--- src/rtl/irqc_pkg.sv ---
package irqc_pkg;
   localparam int unsigned DATA_W = 32;

   // word addresses of the host-visible registers
   localparam logic [1:0] ADR_STAT = 2'd0;
   localparam logic [1:0] ADR_MASK = 2'd1;
   localparam logic [1:0] ADR_DMA  = 2'd2;
   localparam logic [1:0] ADR_COAL = 2'd3;

   // main status summary positions fed by the DMA folding
   localparam int unsigned ST_RX_SUM  = 31;
   localparam int unsigned ST_DMA_ERR = 29;
   localparam int unsigned ST_PERIOD  = 28;
   localparam int unsigned ST_TX_SUM  = 27;

   // DMA sub-status positions
   localparam int unsigned DM_ERR   = 31;
   localparam int unsigned DM_HIPRI = 30;
   localparam int unsigned DM_RX1   = 17;
   localparam int unsigned DM_RX0   = 16;
   localparam int unsigned DM_TX1   = 1;
   localparam int unsigned DM_TX0   = 0;

   localparam logic [DATA_W-1:0] STAT_IMPL_DEF = 32'hBE00_00CB;
   localparam logic [DATA_W-1:0] DMA_IMPL_DEF  = 32'hC003_0003;

   typedef struct packed {
      logic err;
      logic rx;
      logic tx;
      logic hipri;
   } dma_fold_t;
endpackage

--- src/rtl/irqc_w1c_reg.sv ---
module irqc_w1c_reg #(
   parameter int unsigned          W    = 32,
   parameter logic [W-1:0]         IMPL = '1
) (
   input  logic         clk,
   input  logic         rst_n,
   input  logic [W-1:0] set_i,
   input  logic [W-1:0] clr_i,
   output logic [W-1:0] q_o,
   output logic [W-1:0] nxt_o
);
   for (genvar b = 0; b < W; b++) begin : g_bit
      if (IMPL[b]) begin : g_impl
         logic bit_q;
         // a set on the same edge as a clear wins
         assign nxt_o[b] = set_i[b] | (bit_q & ~clr_i[b]);
         always_ff @(posedge clk or negedge rst_n) begin
            if (!rst_n) bit_q <= 1'b0;
            else        bit_q <= nxt_o[b];
         end
         assign q_o[b] = bit_q;
      end else begin : g_absent
         assign nxt_o[b] = 1'b0;
         assign q_o[b]   = 1'b0;
      end
   end
endmodule

--- src/rtl/irqc_dma_fold.sv ---
module irqc_dma_fold
   import irqc_pkg::*;
#(
   parameter int unsigned        W    = 32,
   parameter logic [W-1:0]       IMPL = DMA_IMPL_DEF
) (
   input  logic         clk,
   input  logic         rst_n,
   input  logic [W-1:0] evt_i,
   input  logic [W-1:0] clr_i,
   output logic [W-1:0] q_o,
   output dma_fold_t    fold_o
);
   logic [W-1:0] evt_g;
   logic [W-1:0] nxt_unused;

   assign evt_g = evt_i & IMPL;

   irqc_w1c_reg #(.W(W), .IMPL(IMPL)) u_sub (
      .clk   (clk),
      .rst_n (rst_n),
      .set_i (evt_g),
      .clr_i (clr_i),
      .q_o   (q_o),
      .nxt_o (nxt_unused)
   );

   // folding works on the incoming pulses, so clearing the sub-status
   // never touches the summary bits
   assign fold_o.err   = evt_g[DM_ERR];
   assign fold_o.rx    = evt_g[DM_RX1] | evt_g[DM_RX0] | evt_g[DM_HIPRI];
   assign fold_o.tx    = evt_g[DM_TX1] | evt_g[DM_TX0];
   assign fold_o.hipri = evt_g[DM_HIPRI];
endmodule

--- src/rtl/irqc_periodic.sv ---
module irqc_periodic #(
   parameter int unsigned PER_W = 8
) (
   input  logic             clk,
   input  logic             rst_n,
   input  logic             tick_i,
   input  logic             restart_i,
   input  logic [PER_W-1:0] period_i,
   output logic             pulse_o
);
   logic [PER_W-1:0] cnt_q;
   logic             active;
   logic             wrap;

   assign active  = (period_i != '0);
   assign wrap    = (cnt_q == period_i - 1'b1);
   assign pulse_o = tick_i & active & wrap & ~restart_i;

   always_ff @(posedge clk or negedge rst_n) begin
      if (!rst_n)                 cnt_q <= '0;
      else if (restart_i || !active) cnt_q <= '0;
      else if (tick_i) begin
         if (wrap) cnt_q <= '0;
         else      cnt_q <= cnt_q + 1'b1;
      end
   end
endmodule

--- src/rtl/irqc_coalesce.sv ---
module irqc_coalesce #(
   parameter int unsigned COAL_W       = 8,
   parameter bit          HIPRI_BYPASS = 1'b1
) (
   input  logic              clk,
   input  logic              rst_n,
   input  logic              tick_i,
   input  logic [COAL_W-1:0] limit_i,
   input  logic              pend_nxt_i,
   input  logic              hipri_i,
   output logic              irq_o
);
   logic              irq_q;
   logic              run_q;
   logic [COAL_W-1:0] cnt_q;
   logic              bypass;

   if (HIPRI_BYPASS) begin : g_bypass
      assign bypass = hipri_i;
   end else begin : g_no_bypass
      assign bypass = 1'b0;
   end

   always_ff @(posedge clk or negedge rst_n) begin
      if (!rst_n) begin
         irq_q <= 1'b0;
         run_q <= 1'b0;
         cnt_q <= '0;
      end else if (bypass) begin
         irq_q <= 1'b1;
         run_q <= 1'b0;
      end else if (irq_q) begin
         if (!pend_nxt_i) irq_q <= 1'b0;
      end else if (limit_i == '0) begin
         irq_q <= pend_nxt_i;
         run_q <= 1'b0;
      end else if (run_q) begin
         if (tick_i) begin
            if (cnt_q <= 1) begin
               run_q <= 1'b0;
               irq_q <= pend_nxt_i;
            end else begin
               cnt_q <= cnt_q - 1'b1;
            end
         end
      end else if (pend_nxt_i) begin
         run_q <= 1'b1;
         cnt_q <= limit_i;
      end
   end

   assign irq_o = irq_q;
endmodule

--- src/rtl/irq_coalesce_ctrl.sv ---
module irq_coalesce_ctrl
   import irqc_pkg::*;
#(
   parameter int unsigned          COAL_W       = 8,
   parameter int unsigned          PER_W        = 8,
   parameter logic [COAL_W-1:0]    COAL_RST     = 8'h40,
   parameter bit                   HIPRI_BYPASS = 1'b1,
   parameter logic [DATA_W-1:0]    STAT_IMPL    = STAT_IMPL_DEF,
   parameter logic [DATA_W-1:0]    DMA_IMPL     = DMA_IMPL_DEF
) (
   input  logic              clk,
   input  logic              rst_n,
   input  logic              wr_en,
   input  logic [1:0]        addr,
   input  logic [DATA_W-1:0] wr_data,
   output logic [DATA_W-1:0] rd_data,
   input  logic [DATA_W-1:0] evt_i,
   input  logic [DATA_W-1:0] dma_evt_i,
   input  logic              tick_i,
   output logic              irq_o
);
   localparam int unsigned PER_LSB = 8;

   if (COAL_W < 1 || COAL_W > 8) begin : g_bad_coal
      $error("COAL_W must be 1..8");
   end
   if (PER_W < 1 || PER_W > 8) begin : g_bad_per
      $error("PER_W must be 1..8");
   end
   if (!STAT_IMPL[ST_RX_SUM] || !STAT_IMPL[ST_DMA_ERR] ||
       !STAT_IMPL[ST_TX_SUM] || !STAT_IMPL[ST_PERIOD]) begin : g_bad_impl
      $error("summary status bits must be implemented");
   end

   logic              wr_stat, wr_mask, wr_dma, wr_coal;
   logic [DATA_W-1:0] status_q, status_nxt, stat_set;
   logic [DATA_W-1:0] mask_q, mask_nxt;
   logic [DATA_W-1:0] dma_q;
   logic [COAL_W-1:0] coal_q;
   logic [PER_W-1:0]  per_q;
   dma_fold_t         fold;
   logic              per_pulse;
   logic              pend_nxt;
   logic              hipri;

   assign wr_stat = wr_en && (addr == ADR_STAT);
   assign wr_mask = wr_en && (addr == ADR_MASK);
   assign wr_dma  = wr_en && (addr == ADR_DMA);
   assign wr_coal = wr_en && (addr == ADR_COAL);

   irqc_dma_fold #(.W(DATA_W), .IMPL(DMA_IMPL)) u_dma (
      .clk    (clk),
      .rst_n  (rst_n),
      .evt_i  (dma_evt_i),
      .clr_i  (wr_dma ? wr_data : '0),
      .q_o    (dma_q),
      .fold_o (fold)
   );

   irqc_periodic #(.PER_W(PER_W)) u_per (
      .clk       (clk),
      .rst_n     (rst_n),
      .tick_i    (tick_i),
      .restart_i (wr_coal),
      .period_i  (per_q),
      .pulse_o   (per_pulse)
   );

   always_comb begin
      stat_set              = evt_i & STAT_IMPL;
      stat_set[ST_DMA_ERR]  = stat_set[ST_DMA_ERR] | fold.err;
      stat_set[ST_RX_SUM]   = stat_set[ST_RX_SUM]  | fold.rx;
      stat_set[ST_TX_SUM]   = stat_set[ST_TX_SUM]  | fold.tx;
      stat_set[ST_PERIOD]   = stat_set[ST_PERIOD]  | per_pulse;
   end

   irqc_w1c_reg #(.W(DATA_W), .IMPL(STAT_IMPL)) u_stat (
      .clk   (clk),
      .rst_n (rst_n),
      .set_i (stat_set),
      .clr_i (wr_stat ? wr_data : '0),
      .q_o   (status_q),
      .nxt_o (status_nxt)
   );

   assign mask_nxt = wr_mask ? (wr_data & STAT_IMPL) : mask_q;

   always_ff @(posedge clk or negedge rst_n) begin
      if (!rst_n) begin
         mask_q <= '0;
         coal_q <= COAL_RST;
         per_q  <= '0;
      end else begin
         mask_q <= mask_nxt;
         if (wr_coal) begin
            coal_q <= wr_data[COAL_W-1:0];
            per_q  <= wr_data[PER_LSB +: PER_W];
         end
      end
   end

   assign pend_nxt = |(status_nxt & mask_nxt);
   assign hipri    = fold.hipri & mask_nxt[ST_RX_SUM];

   irqc_coalesce #(.COAL_W(COAL_W), .HIPRI_BYPASS(HIPRI_BYPASS)) u_coal (
      .clk        (clk),
      .rst_n      (rst_n),
      .tick_i     (tick_i),
      .limit_i    (coal_q),
      .pend_nxt_i (pend_nxt),
      .hipri_i    (hipri),
      .irq_o      (irq_o)
   );

   always_comb begin
      rd_data = '0;
      unique case (addr)
         ADR_STAT: rd_data = status_q;
         ADR_MASK: rd_data = mask_q;
         ADR_DMA:  rd_data = dma_q;
         ADR_COAL: begin
            rd_data[COAL_W-1:0]         = coal_q;
            rd_data[PER_LSB +: PER_W]   = per_q;
         end
         default:  rd_data = '0;
      endcase
   end
endmodule

--- config.mk ---
export PLATFORM = sky130hd
export DESIGN_NAME = irq_coalesce_ctrl
export DESIGN_NICKNAME = d
export VERILOG_FILES = /design/src/rtl/irqc_pkg.sv /design/src/rtl/irqc_w1c_reg.sv /design/src/rtl/irqc_dma_fold.sv /design/src/rtl/irqc_periodic.sv /design/src/rtl/irqc_coalesce.sv /design/src/rtl/irq_coalesce_ctrl.sv
export SDC_FILE = /design/constraint.sdc
export NUM_CORES = 1
export LEC_CHECK = 0
export ABC_AREA = 1
export BUFFER_PORTS_ARGS = -buffer_cell sky130_fd_sc_hd__buf_2
export CORE_UTILIZATION = 35
export CTS_BUF_LIST = sky130_fd_sc_hd__clkbuf_4
export DETAILED_ROUTE_END_ITERATION = 8
export SLEW_MARGIN = 15
export SYNTH_ARGS = -nofsm -noshare
export SYNTH_HDL_FRONTEND = slang
export SYNTH_HIERARCHICAL = 1
export SYNTH_SLANG_ARGS = --single-unit
--- constraint.sdc ---
create_clock -name clk -period 4 [get_ports clk]
set_clock_uncertainty 0.2 [all_clocks]
set_input_delay 0.4 -clock clk [delete_from_list [all_inputs] [get_ports clk]]
set_output_delay 0.4 -clock clk [all_outputs]
set_load 0.02 [all_outputs]
# After elaboration in Yosys (flattened, before gate mapping)
# Index checks and enable logic that the tools add are counted.
# word_totals
regBits	83
latchBits	0
ramBits	0
rom_bits	0
in_bits	102
word_cells	140
memories	0
# op_classes
addsub	3
n_mul	0
div_mod_pow	0
n_lt_le_gt_ge	1
eq_ne	7
n_shift	0
muxes	25
bitwise	67
reduce_logical	13
# op_table
operator	count
$mux W32	3
$pmux W16 S4	1
$mux W8	7
$pmux W16 S3	1
$and A32 B32 Y32	1
$reduce_or A32 Y1	1
$or A1 B1 Y1	24
$and A1 B1 Y1	21
$not A1 Y1	21
$sub A8 B1 Y8 const B	2
$mux W1	13
$add A8 B1 Y8 const B	1
$eq A8 B8 Y1	1
$le A8 B1 Y1 const B	1
$logic_not A8 Y1	1
$reduce_bool A8 Y1	1
$ne A2 B2 Y1 const B	3
$reduce_and A6 Y1	1
$eq A2 B2 Y1 const B	2
$logic_and A1 B1 Y1	4
$reduce_bool A2 Y1	2
$eq A2 B1 Y1 const B	1
$logic_not A2 Y1	1
$logic_not A1 Y1	1
$logic_or A1 B1 Y1	1

# Logic depth before layout (Yosys ltp)
# depth
depth_word	14
ltp_mapped	26
ltp_nobuf	26

# Cells and area by module
# Netlist, hierarchy kept.
# by_module_without_submodules
module	instances	cells_per_inst	area_per_inst_um2	seq_area_each_um2
irq_coalesce_ctrl	1	503	3101.7	1202.4
irqc_w1c_reg (u_stat)	1	109	842.1	275.3
irqc_periodic	1	141	828.3	200.2
irqc_coalesce	1	120	750.7	250.2
irqc_w1c_reg (u_dma.u_sub)	1	89	679.4	150.1
irqc_dma_fold	1	7	36.3	0.0

# Least setup slack after synthesis
# OpenSTA, ideal clock, no wires.
# synth_timing
path_type	register -> register
start	register per_q[0]
end	register u_coal.cnt_q[6]
arrival_time_ps	2560
t_required_ps	3684
slack_ps	1123
path_stages_with_launch	27
synth_period_minus_slack_ps	2877
cell_sequence	dfrtp_1 -> inv_1 -> ha_1 -> inv_1 -> nand2_1 -> nand3_1 -> nand2_1 -> nor2_1 -> nand2_1 -> nor2_2 -> nand3_4 -> nor2_2 -> or2_2 -> inv_1 -> nand2_1 -> nand3_1 -> nand2_1 -> nor2_1 -> nand2_1 -> nor2_1 -> nand2_1 -> o21ai_0 -> nor2_4 -> nand2_2 -> nor2_4 -> nand2_1 -> nand2_1
# synth_via
elab_chain_cells	10
# synth_lines
item	line	text
start: declaration	irq_coalesce_ctrl.sv:40	logic [PER_W-1:0] per_q;
start signal: assignment	irq_coalesce_ctrl.sv:97	per_q <= wr_data[PER_LSB +: PER_W];
$sub A8 B1 Y8 / $reduce_bool A8 Y1 (equally long branches)	irqc_periodic.sv:16, irqc_periodic.sv:15	
$eq A8 B8 Y1 / $and A1 B1 Y1 (equally long branches)	irqc_periodic.sv:16, irqc_periodic.sv:17	
$and A1 B1 Y1 (*) (2 in a row)	irqc_periodic.sv:17	assign pulse_o = tick_i & active & wrap & ~restart_i;
via per_pulse	irq_coalesce_ctrl.sv:42	logic per_pulse;
$or A1 B1 Y1 (*)	irq_coalesce_ctrl.sv:74	stat_set[ST_PERIOD] = stat_set[ST_PERIOD] | per_pulse;
via stat_set[28]	irq_coalesce_ctrl.sv:36	logic [DATA_W-1:0] status_q, status_nxt, stat_set;
$or A1 B1 Y1 (*)	irqc_w1c_reg.sv:16	assign nxt_o[b] = set_i[b] | (bit_q & ~clr_i[b]);
via status_nxt[28]	irq_coalesce_ctrl.sv:36	
$and A32 B32 Y32 (*)	irq_coalesce_ctrl.sv:102	assign pend_nxt = |(status_nxt & mask_nxt);
$reduce_or A32 Y1 (*)	irq_coalesce_ctrl.sv:102	
via pend_nxt	irq_coalesce_ctrl.sv:43	logic pend_nxt;
$reduce_bool A2 Y1 (no line) (*)	-	
$reduce_and A6 Y1 (no line) (*)	-	
end signal: assignment	irqc_coalesce.sv:43	cnt_q <= cnt_q - 1'b1;
end signal: assignment	irqc_coalesce.sv:48	cnt_q <= limit_i;
end: declaration	irqc_coalesce.sv:15	logic [COAL_W-1:0] cnt_q;
# Mark *: on every way through the listed nets, which the timed path passes. The rest lies on a longest branch.
# A chain may end at the register's enable or synchronous reset.

# Worst setup path after layout
# layout_timing
start	register per_q[0]
end	register u_coal.cnt_q[5]
# The elaborated chain is that of the path after synthesis.

==> results.sh <==
export IMPL_p_per_area_nw_per_um2=308.7
export IMPL_yosysWarnings=6
export IMPL_nNetsFinal=1071
export IMPL_slew_headroom=0.3829
export IMPL_critPathMaxStageDelay_ps=440
export IMPL_antenna_found_initial=1
export IMPL_maxCapViolations=0
export IMPL_worstSkewPairLatency_ps=460
export IMPL_synth_avg_cell_area_um2=6.579
export IMPL_setup_viol=0
export IMPL_via_per_inst=4.200
export IMPL_power_leakage_nw=3.674
export IMPL_end_kind="register"
export IMPL_r2r_start="per_q[0]"
export IMPL_cp_data_required_time_ps=4190
export IMPL_io_pins=135
export IMPL_wl_um=13720
export IMPL_clock_path_buffers=2
export IMPL_slowest_stage="dfrtp_1"
export IMPL_cts_buffers=9
export IMPL_grt_max_degree=71
export IMPL_gp_congestion=0.8428
export IMPL_reg2regPathDepth=25
export IMPL_hpwl_um=9727
export IMPL_rsz0062_at_grt="false"
export IMPL_htreeDepth=3
export IMPL_grt_use_total=0.1767
export IMPL_io_buffers=80
export IMPL_post_route_drc_count=0
export IMPL_r2r_end="u_coal/cnt_q[5]"
export IMPL_ctsRootBufferMaster="clkbuf_4"
export IMPL_hp_start="evt_i[29]"
export IMPL_dieHeight_um=131.1
export IMPL_die_area_um2=17180
export IMPL_cts_tree="done"
export IMPL_drive_gt1_frac=0.1496
export IMPL_place_area_um2=6037
export IMPL_grt_pass1_wl_um=23140
export IMPL_tightest_slew_ps=925.7
export IMPL_antenna_left=0
export IMPL_r2r_slack_ps=590
export IMPL_rows=46
export IMPL_n_fill_cell=1750
export IMPL_cts_resized=0
export IMPL_setup_slack_ps=592.1
export IMPL_ir_worst_vdd_mv=0.1287
export IMPL_critical_path_arrival_ps=3600
export IMPL_grt_ovfl_total=0
export IMPL_path_clk_slew_ps=130
export IMPL_vias=4981
export IMPL_fin_tns_setup_ps=0
export IMPL_drt_first_pass_iters=5
export IMPL_start_util=0.3630
export IMPL_chipWidth_um=131.1
export IMPL_period_share=0.8520
export IMPL_drt_iter0_markers=194
export IMPL_critPathMaxFanout=9
export IMPL_area_growth_pct=10.58
export IMPL_coreArea_um2=16060
export IMPL_synth_area_um2=5829
export IMPL_startpoint="per_q[0]"
export IMPL_slew_violations=0
export IMPL_crit_end="u_coal/cnt_q[5]"
export IMPL_avgRoutedWirePerCell_um=11.56
export IMPL_grt_pass1_vias=4741
export IMPL_status="complete, no violations"
export IMPL_crit_type="reg -> reg"
export IMPL_hold_path_class="in -> reg"
export IMPL_worst_path_most_repeated_cell="nand2_1"
export IMPL_finalCriticalPeriod_ps=3408
export IMPL_start_kind="register"
export IMPL_preCtsSetupSlack_ps=601.6
export IMPL_final_cell_mix="336 x nand2_1, 119 x inv_1, 82 x dfrtp_1"
export IMPL_final_hold_violation_count=0
export IMPL_max_freq_ghz=0.2934
export IMPL_cts_num_sinks=83
export IMPL_fin_util=0.4014
export IMPL_layout_commonest_cell="nand2_1"
export IMPL_power_total_w=0.001990
export IMPL_syn_instance_count=886
export IMPL_fin_area_um2=6446
-- metrics by stage --
stage	hold slack, ps	instances
after detailed placement	259.8	1142
final	20.25	1186
after floorplan	-95.59	952
after global placement	259.5	1142
after global routing	4.071	1186
after CTS	1.335	1185
-- worst min path at each step --
stage / end / slack, ps / cells after the start
floorplan: coal_q[0] / -100 / 0
global placement: u_dma/u_sub/g_bit[31].g_impl.bit_q / 260 / 2
detailed placement: u_dma/u_sub/g_bit[17].g_impl.bit_q / 260 / 2
CTS: u_stat/g_bit[29].g_impl.bit_q / 1 / 4
global route: coal_q[6] / 4 / 3
finish: u_stat/g_bit[29].g_impl.bit_q / 20 / 4
-- sequential cells by signal, indices dropped and copies added, names as in the netlist --
register / cells
u_coal/run_q: 1
u_coal/cnt_q: 8
coal_q: 8
u_dma/u_sub/g_bit.g_impl.bit_q: 6
mask_q: 32
per_q: 8
u_per/cnt_q: 8
u_coal/irq_o: 1
u_stat/g_bit.g_impl.bit_q: 11
-- routing by layer --
metal / wire (um) / GRT usage
met1: 6677 / 0.2357
met2: 6172 / 0.2854
met3: 628 / 0.03774
met4: 237 / 0.05612
met5: 0 / 0
-- power breakdown --
part           total (W)  leakage [nW]  internal [W]  switching (W)
clock network   0.000515        0.0721      0.000202       0.000313
registers       0.000972          1.01      0.000900      0.0000716
logic           0.000503          2.60      0.000191       0.000313
-- area by class of cell --
cell class,instances,area (um^2),share of cell area
Multi-Input combinational cell,622,2729,0.4233
Sequential cell,83,2078,0.3224
Timing Repair Buffer,114,725.7,0.1126
Inverter,134,504.2,0.07822
Tap cell,216,270.3,0.04193
Clock buffer,11,82.58,0.01281
Clock inverter,5,53.80,0.008346
Antenna cell,1,2.502,0.0003882
-- repair_timing --
| item | in CTS | in global routing |
|---|---|---|
| endpoints found under the hold margin | 94 | 0 |
| hold buffers | 27 | 0 |
| endpoints found under the setup margin | 0 | 0 |
| setup buffers | 0 | 0 |
-- worst max-delay path, delay by kind of cell (launching register included) --
family	cells	cell delay, ps
flip-flops	1	440
adder cells (fa/ha/maj)	1	260
buffers and inverters	3	340
AO/OA/AOI/OAI	1	340
AND/OR/NAND/NOR	20	1750
Note: power is estimated with default switching activity, not from simulation.
